<file path="src/rtl/supv_status_pkg.sv">
package supv_status_pkg;
  localparam int ADDR_STATUS = 0;
  localparam int ADDR_ENABLE = 1;
  localparam int ADDR_CONFIG = 2;

  typedef enum logic [1:0] {
    SEL_STATUS = 2'd0,
    SEL_ENABLE = 2'd1,
    SEL_CONFIG = 2'd2,
    SEL_NONE   = 2'd3
  } rdSel_e;

  typedef struct packed {
    logic   clrStatus;
    logic   wrEnable;
    logic   wrConfig;
    rdSel_e rdSel;
  } supvStrobe_t;
endpackage

</file>
<file path="src/rtl/supv_ctrl.sv">
module supv_ctrl
  import supv_status_pkg::*;
#(
  parameter int ADDR_W = 2
) (
  input  logic              wrEn,
  input  logic              rdEn,
  input  logic [ADDR_W-1:0] addr,
  output supvStrobe_t       strobe
);
  logic isStatus, isEnable, isConfig;

  assign isStatus = (addr == ADDR_W'(ADDR_STATUS));
  assign isEnable = (addr == ADDR_W'(ADDR_ENABLE));
  assign isConfig = (addr == ADDR_W'(ADDR_CONFIG));

  always_comb begin
    strobe.clrStatus = rdEn && isStatus;
    strobe.wrEnable  = wrEn && isEnable;
    strobe.wrConfig  = wrEn && isConfig;
    if (isStatus)      strobe.rdSel = SEL_STATUS;
    else if (isEnable) strobe.rdSel = SEL_ENABLE;
    else if (isConfig) strobe.rdSel = SEL_CONFIG;
    else               strobe.rdSel = SEL_NONE;
  end
endmodule

</file>
<file path="src/rtl/supv_datapath.sv">
module supv_datapath
  import supv_status_pkg::*;
#(
  parameter int NUM_ERR  = 8,
  parameter int TIED_IDX = 0
) (
  input  logic               clk,
  input  logic               rstN,
  input  logic [NUM_ERR-1:0] errIn,
  input  logic [NUM_ERR-1:0] wrData,
  input  supvStrobe_t        strobe,
  output logic [NUM_ERR-1:0] rdData,
  output logic               irq,
  output logic [NUM_ERR-1:0] statusVec,
  output logic [NUM_ERR-1:0] enableVec,
  output logic               cfgTied
);
  logic [NUM_ERR-1:0] setVec;
  logic [NUM_ERR-1:0] clrVec;
  logic [NUM_ERR-1:0] visible;

  generate
    for (genvar i = 0; i < NUM_ERR; i++) begin : g_bit
      if (i == TIED_IDX) begin : g_tied
        assign setVec[i] = errIn[i] && !cfgTied;
      end else begin : g_plain
        assign setVec[i] = errIn[i];
      end
      assign clrVec[i] = strobe.clrStatus && enableVec[i];

      always_ff @(posedge clk or negedge rstN) begin
        if (!rstN)          statusVec[i] <= 1'b0;
        else if (setVec[i]) statusVec[i] <= 1'b1;
        else if (clrVec[i]) statusVec[i] <= 1'b0;
      end
    end
  endgenerate

  always_ff @(posedge clk or negedge rstN) begin
    if (!rstN) begin
      enableVec <= '1;
      cfgTied   <= 1'b0;
    end else begin
      if (strobe.wrEnable) enableVec <= wrData;
      if (strobe.wrConfig) cfgTied   <= wrData[0];
    end
  end

  assign visible = statusVec & enableVec;
  assign irq     = |visible;

  always_comb begin
    case (strobe.rdSel)
      SEL_STATUS: rdData = visible;
      SEL_ENABLE: rdData = enableVec;
      SEL_CONFIG: rdData = NUM_ERR'(cfgTied);
      default:    rdData = '0;
    endcase
  end
endmodule

</file>
<file path="src/rtl/supv_status.sv">
module supv_status
  import supv_status_pkg::*;
#(
  parameter int NUM_ERR  = 8,
  parameter int ADDR_W   = 2,
  parameter int TIED_IDX = 0
) (
  input  logic               clk,
  input  logic               rstN,
  input  logic [NUM_ERR-1:0] errIn,
  input  logic               wrEn,
  input  logic               rdEn,
  input  logic [ADDR_W-1:0]  addr,
  input  logic [NUM_ERR-1:0] wrData,
  output logic [NUM_ERR-1:0] rdData,
  output logic               irq
);
  supvStrobe_t        strobe;
  logic [NUM_ERR-1:0] statusVec;
  logic [NUM_ERR-1:0] enableVec;
  logic               cfgTied;

  supv_ctrl #(.ADDR_W(ADDR_W)) u_ctrl (
    .wrEn(wrEn), .rdEn(rdEn), .addr(addr), .strobe(strobe)
  );

  supv_datapath #(.NUM_ERR(NUM_ERR), .TIED_IDX(TIED_IDX)) u_dp (
    .clk(clk), .rstN(rstN), .errIn(errIn), .wrData(wrData),
    .strobe(strobe), .rdData(rdData), .irq(irq),
    .statusVec(statusVec), .enableVec(enableVec), .cfgTied(cfgTied)
  );
endmodule

</file>
<file path="config.mk">
export PLATFORM = sky130hd
export DESIGN_NAME = supv_status
export DESIGN_NICKNAME = d
export VERILOG_FILES = /design/src/rtl/supv_status_pkg.sv /design/src/rtl/supv_ctrl.sv /design/src/rtl/supv_datapath.sv /design/src/rtl/supv_status.sv
export SDC_FILE = /design/constraint.sdc
export NUM_CORES = 1
export LEC_CHECK = 0
export ABC_AREA = 0
export BUFFER_PORTS_ARGS = -buffer_cell sky130_fd_sc_hd__buf_2
export CELL_PAD_IN_SITES_DETAIL_PLACEMENT = 1
export CELL_PAD_IN_SITES_GLOBAL_PLACEMENT = 2
export CORE_MARGIN = 1
export CORE_UTILIZATION = 31
export DETAILED_ROUTE_END_ITERATION = 8
export GPL_ROUTABILITY_DRIVEN = 0
export MAX_ROUTING_LAYER = met4
export PLACE_DENSITY = 0.92
export SKIP_LAST_GASP = 1
export SLEW_MARGIN = 10
export SYNTH_ARGS = -nofsm -noshare
export SYNTH_HDL_FRONTEND = slang
export SYNTH_HIERARCHICAL = 1
export SYNTH_SLANG_ARGS = --single-unit
</file>
<file path="constraint.sdc">
create_clock -name clk -period 1.5 [get_ports clk]
set_input_delay 0.3 -clock clk [delete_from_list [all_inputs] [get_ports clk]]
set_output_delay 0.3 -clock clk [all_outputs]
set_load 0.01 [all_outputs]
</file>
==> metrics.csv, run 1 <==
stage,metric,value,unit
global_route,grt_pass1_vias,737,
pwr,powerDensity,1011,mW/mm^2
timing,fmax,0.6547,GHz
job,drv_cap,0,
finish,fin_area,0.001139,mm^2
timing,slew_viol_final,0,
worst_setup_path,crit_path_start_kind,flip-flop,
worst_setup_path,max_stage_delay,0.57,ns
drt,ant_nets,0,
cts,path_clk_slew,0.11,ns
global_route,grt_max_degree,18,
placement,io_buffers,30,
yosys,avgSynthCellArea,11.38,um^2
finish,syn2layout_area_growth,33.43,%
worst_setup_path,crit_family,flip-flops,
finish,final_cell_mix,"buf_2, nand2_1, dfrtp_1, mux2_4, dfstp_2",
timing,rsz0062_at_grt,yes,
yosys,synth_top_cell_by_area,dfrtp_1,
global_route,grt_pass1_wl,3.456,mm
worst_setup_path,cp.required,1.20,ns
pwr,p_int,0.8312,mW
worst_setup_path,crit_fanout,4,
yosys,synth_top_area_share,26.39,%
drt,num_vias,690,
floorplanning,io_pins,31,
cts,clockBufferDepth,2,
finish,final_common_cell,buf_2,
pwr,seqPwrFrac,52.7,%
cts,htree_levels,1,
cts,cts_buffers,3,
floorplanning,dieWidth,54.47,um
drt,wl,2.073,mm
pwr,switching_power,0.3195,mW
drt,wl_per_cell,14.70,um
global_route,antenna_found_initial,0,
timing,finalCriticalPeriod,1.527,ns
hold_path,hp-class,in -> reg,
yosys,synthesis.area,853.3,um^2
yosys,synth_area_leaders,"dfrtp_1, dfstp_2, mux2_4",
floorplanning,die_y,54.47,um
finish,fin_util,44.74,%
placement,detailed_place_hpwl,1.448,mm
pwr,pwr-share-clk,21.4,%
worst_setup_path,worst-setup-path-type,reg -> out,
global_route,grt_usage,17.07,%
floorplanning,coreArea,0.002545,mm^2
pwr,ir_drop,502.3,uV
pwr,power_leakage,0.5159,nW
hold_path,min_from,errIn[7],
yosys,syn_inst,75,
outcome,status,"finished, violations left",
worst_setup_path,path_buf_inv,1,
yosys,ys_types,19,
timing,hold_violations,0,
timing,tightestPinTransition,0.3853,ns
floorplanning,rows,18,
finish,diodes,0,
placement,dpl_cell_area,0.001020,mm^2
cts,clk_latency,0.28,ns
worst_setup_path,crit_start,u_dp/enableVec[2],
timing,worst_slack,-0.02742,ns
timing,maxSlewHeadroom,74.32,%
cts,root_buffer,clkbuf_4,
finish,drive_above_1_share,59.46,%
timing,fin_worst_skew,0.0002012,ns
timing,setup_violations,3,
drt,viasPerCell,4.894,
cts,cts_tree,yes,
worst_setup_path,arrival,1.23,ns
finish,nNetsFinal,134,
timing,post-route-period-util,101.8,%
yosys,syn-num-nets,97,
yosys,ys_warn_count,6,
drt,dr.pass1.iters,3,
pwr,swShare,27.76,%
worst_setup_path,cp-end-kind,primary output,
global_route,gr-total-overflow,0,
drt,drt_iter0_drc,4,
pwr,total_power,1.151,mW
outcome,violations,setup timing,
drt,drc,0,
floorplanning,initial_core_util,33.53,%
yosys,ys_ff_latch,17,
worst_setup_path,cpMaxStageDelayCell,dfstp_2,
floorplanning,dieArea,0.002966,mm^2
worst_setup_path,crit_chain,nor3b_1 -> buf_2,
yosys,ys_seq_area_share,51.03,%
finish,fillers,303,
placement,dp_slack,0.2005,ns
pwr,p_comb_share,25.9,%
worst_setup_path,r2r-start,u_dp/enableVec[3],
cts,cts.sinks,17,
sequential cells by signal, indices dropped and copies added (netlist names):
signal,cells
u_dp/statusVec,8
u_dp/cfgTied,1
u_dp/enableVec,8
path summary, 6_finish.rpt:
kind | to | slack [ns] | cells past startpoint
worst max-delay path | rdData[2] | -0.03 | 2
worst min-delay path | u_dp/statusVec[7] | 0.18 | 2
worst max register to register | u_dp/statusVec[3] | 0.53 | 3
worst min register to register | u_dp/statusVec[1] | 0.54 | 1
max in group asynchronous | u_dp/enableVec[3] | 0.72 | 2
min in group asynchronous | u_dp/statusVec[7] | 0.45 | 2
cell usage after synthesis:
| cell type | number |
|---|---|
| dfrtp_1 | 9 |
| nand2_1 | 9 |
| dfstp_2 | 8 |
| mux2_4 | 8 |
| nor3b_1 | 8 |
| a21o_1 | 7 |
| nor2_1 | 7 |
| a22oi_1 | 4 |
| o21ai_0 | 3 |
| and3b_1 | 2 |
| clkbuf_1 | 2 |
| a22o_1 | 1 |
| buf_2 | 1 |
| buf_4 | 1 |
| buf_6 | 1 |
| clkbuf_2 | 1 |
| inv_1 | 1 |
| nand3b_1 | 1 |
| nand4_1 | 1 |
stage by stage:
stage,setup TNS (ns),std cells,hold WS [ns]
2_1_floorplan,0,75,0.004409
3_3_place_gp,0,131,0.2365
3_5_place_dp,0,131,0.2511
4_1_cts,-0.06217,136,0.1809
5_1_grt,-0.3621,141,0.1827
6_report,-0.03345,141,0.1808
metal layers:
metal	global-route usage (%)	wire length, um	up-vias
met5	-	0	-
met4	3.846	0	0
met3	2.500	86	0
met2	29.27	1066	17
met1	21.11	920	338
li1	-	-	335
cell families (layout without fill, tap and decap cells):
family	count (synthesis)	after routing	synth area share [%]
buffers and inverters	7	43	4.691
DFF	17	17	51.03
muxes	8	8	14.08
AOI/OAI and AO/OA	15	15	12.46
and+or+nand+nor	28	28	17.74
worst register-to-register path, stage by stage, from the launching register on:
cell	delay, ns
dfstp_2	0.56
buf_4	0.11
nand2_1	0.04
a21o_1	0.17
cell type report:
class / instances / area, um^2 / area share [%]
repair buffers: 38 / 212.7 / 18.68
multi-input cells: 51 / 421.7 / 37.03
inverters: 1 / 3.754 / 0.3297
clock inverters: 1 / 5.005 / 0.4396
flip-flops and latches: 17 / 435.4 / 38.24
clock buffers: 3 / 22.52 / 1.978
well taps: 30 / 37.54 / 3.297
repair_timing:
item	4_1_cts	5_1_grt
setup buffers	0	5
gates resized for setup	8	3
pin swaps	0	4
hold buffers	1	0
endpoints found under the setup margin	9	9
endpoints found under the hold margin	9	0
power groups by stage:
stage	registers (mW)	clock network, mW	logic [mW]
after floorplan	0.592	0	0.162
after global placement	0.608	0	0.235
after detailed placement	0.610	0	0.242
after CTS	0.607	0.253	0.258
after global routing	0.616	0.278	0.325
final	0.606	0.247	0.298
(Power assumes the default switching activity.)
==> run 2, diff against run 1 <==
--- a/config.mk
+++ b/config.mk
@@ -15,7 +15,6 @@
 export GPL_ROUTABILITY_DRIVEN = 0
 export MAX_ROUTING_LAYER = met4
 export PLACE_DENSITY = 0.92
-export SKIP_LAST_GASP = 1
 export SLEW_MARGIN = 10
 export SYNTH_ARGS = -nofsm -noshare
 export SYNTH_HDL_FRONTEND = slang
==> constraint.sdc (replaced) <==
create_clock -name clk -period 1.5 [get_ports clk]
set_input_delay 0.225 -clock clk [delete_from_list [all_inputs] [get_ports clk]]
set_output_delay 0.225 -clock clk [all_outputs]
set_load 0.01 [all_outputs]
==> run 2 against run 1 <==
  * The flow now finishes without violations
  * First-iteration DRC count stayed put
  * Critical path depth unchanged
  * Non-clock buffer count shrank 4
  * Worst setup slack improved by 0.090 ns
==> metrics.csv, run 2 (synthesized netlist as in run 1, its figures left out) <==
stage,metric,value,unit,change
worst_setup_path,cp-end-kind,primary output,,
floorplanning,coreArea,0.002545,mm^2,unchanged
worst_setup_path,reg2reg_slack,0.61,ns,+0.08 ns
pwr,powerDensity,1007,mW/mm^2,-0.32%
global_route,grt_usage,16.22,%,-0.85 points
finish,diodes,0,,unchanged
job,drv_cap,0,,unchanged
placement,detailed_place_hpwl,1.447,mm,about the same
drt,ant_nets,0,,unchanged
timing,fmax,0.6958,GHz,+6.3%
drt,num_vias,687,,-0.43%
finish,final_cell_mix,"buf_2, nand2_1, dfrtp_1, mux2_4, dfstp_2",,
floorplanning,dieArea,0.002966,mm^2,unchanged
drt,drt_iter0_drc,4,,unchanged
finish,nNetsFinal,130,,-3.0%
worst_setup_path,cp.required,1.27,ns,+0.07 ns
timing,maxSlewHeadroom,74.35,%,about the same
drt,wl,1.982,mm,-4.4%
finish,drive_above_1_share,54.21,%,-5.3 points
worst_setup_path,max_stage_delay,0.57,ns,about the same
worst_setup_path,r2r-start,u_dp/enableVec[0],,
cts,clockBufferDepth,2,,unchanged
worst_setup_path,crit_path_start_kind,flip-flop,,
timing,finalCriticalPeriod,1.437,ns,-0.09022 ns
finish,fillers,310,,+2.3%
drt,dr.pass1.iters,3,,unchanged
global_route,gr-total-overflow,0,,unchanged
worst_setup_path,arrival,1.21,ns,-0.02 ns
pwr,total_power,1.098,mW,-4.6%
cts,cts_tree,yes,,
global_route,grt_pass1_wl,3.305,mm,-4.4%
cts,path_clk_slew,0.10,ns,about the same
timing,fin_worst_skew,0.0002386,ns,+0.00003741 ns
worst_setup_path,crit_fanout,4,,unchanged
floorplanning,die_y,54.47,um,unchanged
finish,ff_latch_area,435.4,um^2,unchanged
worst_setup_path,rr_endpoint,u_dp/statusVec[0],,
drt,wl_per_cell,14.47,um,-1.6%
hold_path,holdPathStages,2,,unchanged
drt,viasPerCell,5.015,,+2.5%
cts,root_buffer,clkbuf_4,,
timing,worst_slack,0.06281,ns,+0.09022 ns
global_route,grt_max_degree,18,,unchanged
timing,setup_violations,0,,-3
outcome,status,"finished, final reports clean",,
timing,slew_viol_final,0,,unchanged
timing,setup_tns,0,ns,+0.03345 ns
finish,multi_input_area,402.9,um^2,-4.5%
worst_setup_path,worst-setup-path-type,reg -> out,,
timing,holdWs,0.1113,ns,-0.06949 ns
cts,cts.sinks,17,,unchanged
floorplanning,initial_core_util,33.53,%,unchanged
finish,syn2layout_area_growth,27.71,%,
worst_setup_path,ff2ff_path_depth,2,,-1
worst_setup_path,crit_chain,nor3b_1 -> buf_2,,
hold_path,hold_end,u_dp/statusVec[6],,
timing,hold_violations,0,,unchanged
global_route,grt_pass1_vias,743,,+0.81%
cts,cts_buffers,3,,unchanged
floorplanning,io_pins,31,,unchanged
worst_setup_path,crit_family,flip-flops,,
hold_path,hp-class,in -> reg,,
finish,final_common_cell,buf_2,,
placement,dp_slack,0.2765,ns,+0.07596 ns
timing,rsz0062_at_grt,yes,,
finish,top_regs,"u_dp/enableVec (8), u_dp/statusVec (8), u_dp/cfgTied (1)",,
hold_path,min_from,errIn[6],,
floorplanning,dieWidth,54.47,um,unchanged
pwr,power_leakage,0.4904,nW,-4.9%
drt,drc,0,,unchanged
timing,post-route-period-util,95.81,%,-6.0 points
cts,clk_latency,0.28,ns,about the same
placement,io_buffers,30,,unchanged
worst_setup_path,cpMaxStageDelayCell,dfstp_2,,
global_route,antenna_found_initial,0,,unchanged
worst_setup_path,path_buf_inv,1,,unchanged
pwr,ir_drop,498.5,uV,-0.76%
timing,tightestPinTransition,0.3848,ns,-0.0005105 ns
cts,htree_levels,1,,unchanged
floorplanning,rows,18,,unchanged
## run 2: metrics by stage
stage          utilization [%]  cell area, um^2  cells
2_1_floorplan                -            853.3     75
3_3_place_gp             40.07             1020    131
3_5_place_dp             40.07             1020    131
4_1_cts                  41.54             1057    136
5_1_grt                  42.82             1090    137
6_report                 42.82             1090    137
## run 2: repair_timing
item | in CTS | in global routing
endpoints found under the hold margin | 9 | 0
hold buffers | 1 | 0
endpoints found under the setup margin | 0 | 7
gates resized for setup | 0 | 6
buffers inserted | 0 | 1
## run 2: final cells by class
class / count / share of cell area [%]
clock buffer: 3 / 2.067
sequential: 17 / 39.95
inverter: 1 / 0.3444
multi-input combinational: 51 / 36.97
tap: 30 / 3.444
timing repair buffer: 34 / 16.76
clock inverter: 1 / 0.4592
## run 2: worst max path at each step
stage	from	end	slack, ns	cells after the start
3_3_place_gp	addr[1]	u_dp/enableVec[3]	0.30	4
5_1_grt	u_dp/enableVec[0]	rdData[0]	-0.02	3
3_5_place_dp	addr[1]	u_dp/enableVec[2]	0.28	4
2_1_floorplan	u_dp/enableVec[0]	rdData[0]	0.41	2
4_1_cts	u_dp/enableVec[0]	rdData[0]	0.01	3
6_report	u_dp/enableVec[3]	rdData[3]	0.06	2
## run 2: report_power, final
part           switching, mW  leakage [nW]  internal (mW)  total (mW)
Sequential            0.0563         0.169          0.548       0.604
Combinational          0.101         0.303          0.151       0.252
Clock                  0.142        0.0177         0.0988       0.241
## run 2: layer usage
layer,share of wire [%],vias up,GRT usage (%)
met3,4.0,2,2.500
met4,0.30,0,3.846
met1,44,344,19.00
li1,-,324,-
met2,52,17,28.86
met5,0,-,-
==> run 3, diff against run 2 <==
--- a/config.mk
+++ b/config.mk
@@ -7,10 +7,11 @@
 export LEC_CHECK = 0
 export ABC_AREA = 0
 export BUFFER_PORTS_ARGS = -buffer_cell sky130_fd_sc_hd__buf_2
-export CELL_PAD_IN_SITES_DETAIL_PLACEMENT = 1
+export CELL_PAD_IN_SITES_DETAIL_PLACEMENT = 0
 export CELL_PAD_IN_SITES_GLOBAL_PLACEMENT = 2
 export CORE_MARGIN = 1
 export CORE_UTILIZATION = 31
+export CTS_CLUSTER_DIAMETER = 150
 export DETAILED_ROUTE_END_ITERATION = 8
 export GPL_ROUTABILITY_DRIVEN = 0
 export MAX_ROUTING_LAYER = met4
==> run 3 against run 2 <==
  * Clock skew hardly changed
  * Count of clock-buffer cells in the layout stayed put
  * Non-clock buffer count is 1 lower
  * Power is 1.2% higher
  * Final cell count is 0.73% lower
  * Critical endpoint is now irq
  * Largest power group unchanged
  * Highest routed layer unchanged
==> metrics.csv, run 3 (synthesized netlist as in run 1, its figures left out) <==
stage,metric,value,unit,change
finish,fin_util,43.31,%,+0.49 points
cts,root_buffer,clkbuf_4,,
pwr,power_leakage,0.4935,nW,+0.64%
drt,drt_iter0_drc,5,,+1
timing,fin_worst_skew,0.0003906,ns,+0.0001520 ns
cts,htree_levels,1,,unchanged
timing,rsz0062_at_grt,yes,,
drt,drc,0,,unchanged
pwr,swShare,27.69,%,+0.40 points
worst_setup_path,cpMaxStageDelayCell,dfrtp_1,,
floorplanning,rows,18,,unchanged
worst_setup_path,worst-setup-path-type,reg -> out,,
pwr,ir_drop,465.5,uV,-6.6%
cts,clk_latency,0.29,ns,about the same
cts,path_clk_slew,0.10,ns,about the same
timing,holdWs,0.1061,ns,-0.005282 ns
timing,setup_tns,0,ns,unchanged
drt,wl,1.858,mm,-6.3%
timing,post-route-period-util,95.54,%,-0.28 points
worst_setup_path,crit_path_start_kind,flip-flop,,
pwr,powerDensity,1008,mW/mm^2,about the same
pwr,seqPwrFrac,54.7,%,-0.4 points
floorplanning,coreArea,0.002545,mm^2,unchanged
cts,cts_tree,yes,,
finish,syn2layout_area_growth,29.18,%,
global_route,grt_usage,15.14,%,-1.1 points
placement,detailed_place_hpwl,1.323,mm,-8.6%
outcome,status,"finished, final reports clean",,
pwr,p_int,0.8031,mW,+0.62%
finish,nNetsFinal,129,,-0.77%
hold_path,hp-class,in -> reg,,
cts,post-cts-setup-buffers,0,,unchanged
drt,num_vias,669,,-2.6%
drt,ant_nets,0,,unchanged
worst_setup_path,cp.required,1.27,ns,about the same
drt,viasPerCell,4.919,,-1.9%
timing,setup_violations,0,,unchanged
global_route,antenna_found_initial,0,,unchanged
timing,tightestPinTransition,0.3878,ns,+0.003002 ns
cts,cts_buffers,3,,unchanged
worst_setup_path,crit_fanout,3,,-1
worst_setup_path,reg2reg_slack,0.58,ns,-0.03 ns
worst_setup_path,r2r-start,u_dp/enableVec[2],,
timing,fmax,0.6978,GHz,+0.29%
hold_path,hold_end,u_dp/statusVec[6],,
floorplanning,dieWidth,54.47,um,unchanged
drt,wl_per_cell,13.66,um,-5.6%
global_route,grt_pass1_vias,659,,-11%
pwr,pwr-share-clk,22.1,%,+0.2 points
worst_setup_path,cp-end-kind,primary output,,
timing,maxSlewHeadroom,74.15,%,-0.20 points
floorplanning,io_pins,31,,unchanged
worst_setup_path,crit_chain,a22oi_2 -> nand4_1 -> buf_2,,
finish,final_common_cell,buf_2,,
timing,finalCriticalPeriod,1.433,ns,-0.004159 ns
floorplanning,dieArea,0.002966,mm^2,unchanged
placement,io_buffers,30,,unchanged
cts,cts.sinks,17,,unchanged
timing,slew_viol_final,0,,unchanged
global_route,grt_max_degree,18,,unchanged
finish,final_cell_mix,"buf_2, nand2_1, dfrtp_1, mux2_4, dfstp_2",,
hold_path,holdPathStages,2,,unchanged
finish,diodes,0,,unchanged
finish,drive_above_1_share,57.55,%,+3.3 points
global_route,gr-total-overflow,0,,unchanged
pwr,p_comb_share,23.2,%,+0.2 points
floorplanning,die_y,54.47,um,unchanged
worst_setup_path,ff2ff_path_depth,2,,unchanged
job,drv_cap,0,,unchanged
hold_path,min_from,errIn[6],,
timing,hold_violations,0,,unchanged
finish,final_cells,136,,-0.73%
cts,clockBufferDepth,2,,unchanged
pwr,total_power,1.111,mW,+1.2%
finish,top_regs,"u_dp/enableVec (8), u_dp/statusVec (8), u_dp/cfgTied (1)",,
global_route,grt_pass1_wl,2.967,mm,-10%
worst_setup_path,arrival,1.21,ns,about the same
worst_setup_path,rr_endpoint,u_dp/statusVec[2],,
placement,place_inst,131,,unchanged
drt,dr.pass1.iters,3,,unchanged
floorplanning,initial_core_util,33.53,%,unchanged
worst_setup_path,max_stage_delay,0.43,ns,-0.14 ns
pwr,switching_power,0.3076,mW,+2.6%
==> run 3: routing by layer <==
| metal | vias up | wire length (um) | GRT usage (%) |
|---|---|---|---|
| met5 | - | 0 | - |
| met3 | 2 | 74 | 2.500 |
| met1 | 327 | 852 | 18.69 |
| met2 | 17 | 924 | 24.39 |
| met4 | 0 | 6 | 6.410 |
| li1 | 323 | - | - |
==> run 3: repair_timing <==
item / in CTS / in global routing
endpoints found under the hold margin: 9 / 0
endpoints found under the setup margin: 0 / 9
resized for setup: 0 / 10
hold buffers: 1 / 0
==> run 3: layout make-up <==
class / instances / area (um^2)
fillers: 257 / 1443
flip-flops and latches: 17 / 435.4
multi-input cells: 51 / 422.9
repair buffers: 33 / 175.2
well taps: 30 / 37.54
clock buffers: 3 / 22.52
clock inverters: 1 / 5.005
inverters: 1 / 3.754
==> run 3: power by group through the flow <==
stage | logic (mW) | registers (mW) | clock network [mW]
after global placement | 0.235 | 0.608 | 0
after detailed placement | 0.240 | 0.609 | 0
after CTS | 0.244 | 0.601 | 0.262
after global routing | 0.283 | 0.618 | 0.277
after floorplan | 0.162 | 0.592 | 0
final | 0.258 | 0.607 | 0.245
==> run 3: how the worst max path moves through the flow <==
stage / from / endpoint / slack [ns]
floorplan: u_dp/enableVec[0] / rdData[0] / 0.41
global placement: addr[1] / u_dp/enableVec[3] / 0.30
detailed placement: addr[0] / u_dp/enableVec[1] / 0.28
CTS: u_dp/statusVec[5] / irq / 0.007
global route: u_dp/statusVec[0] / irq / -0.008
finish: u_dp/statusVec[0] / irq / 0.07
==> run 3: critical path, delay by kind of cell, from the launching register on <==
kind | cells | cell delay [ns]
compound gates | 1 | 0.23
flops | 1 | 0.43
simple gates | 1 | 0.11
buf+inv | 1 | 0.16
==> run 3: stage by stage <==
| stage | setup WS, ns | cell area [um^2] |
|---|---|---|
| after global placement | 0.2980 | 1020 |
| after detailed placement | 0.2764 | 1020 |
| final | 0.06697 | 1102 |
| after CTS | 0.006678 | 1057 |
| after global routing | -0.008323 | 1102 |
| after floorplan | 0.4071 | 853.3 |
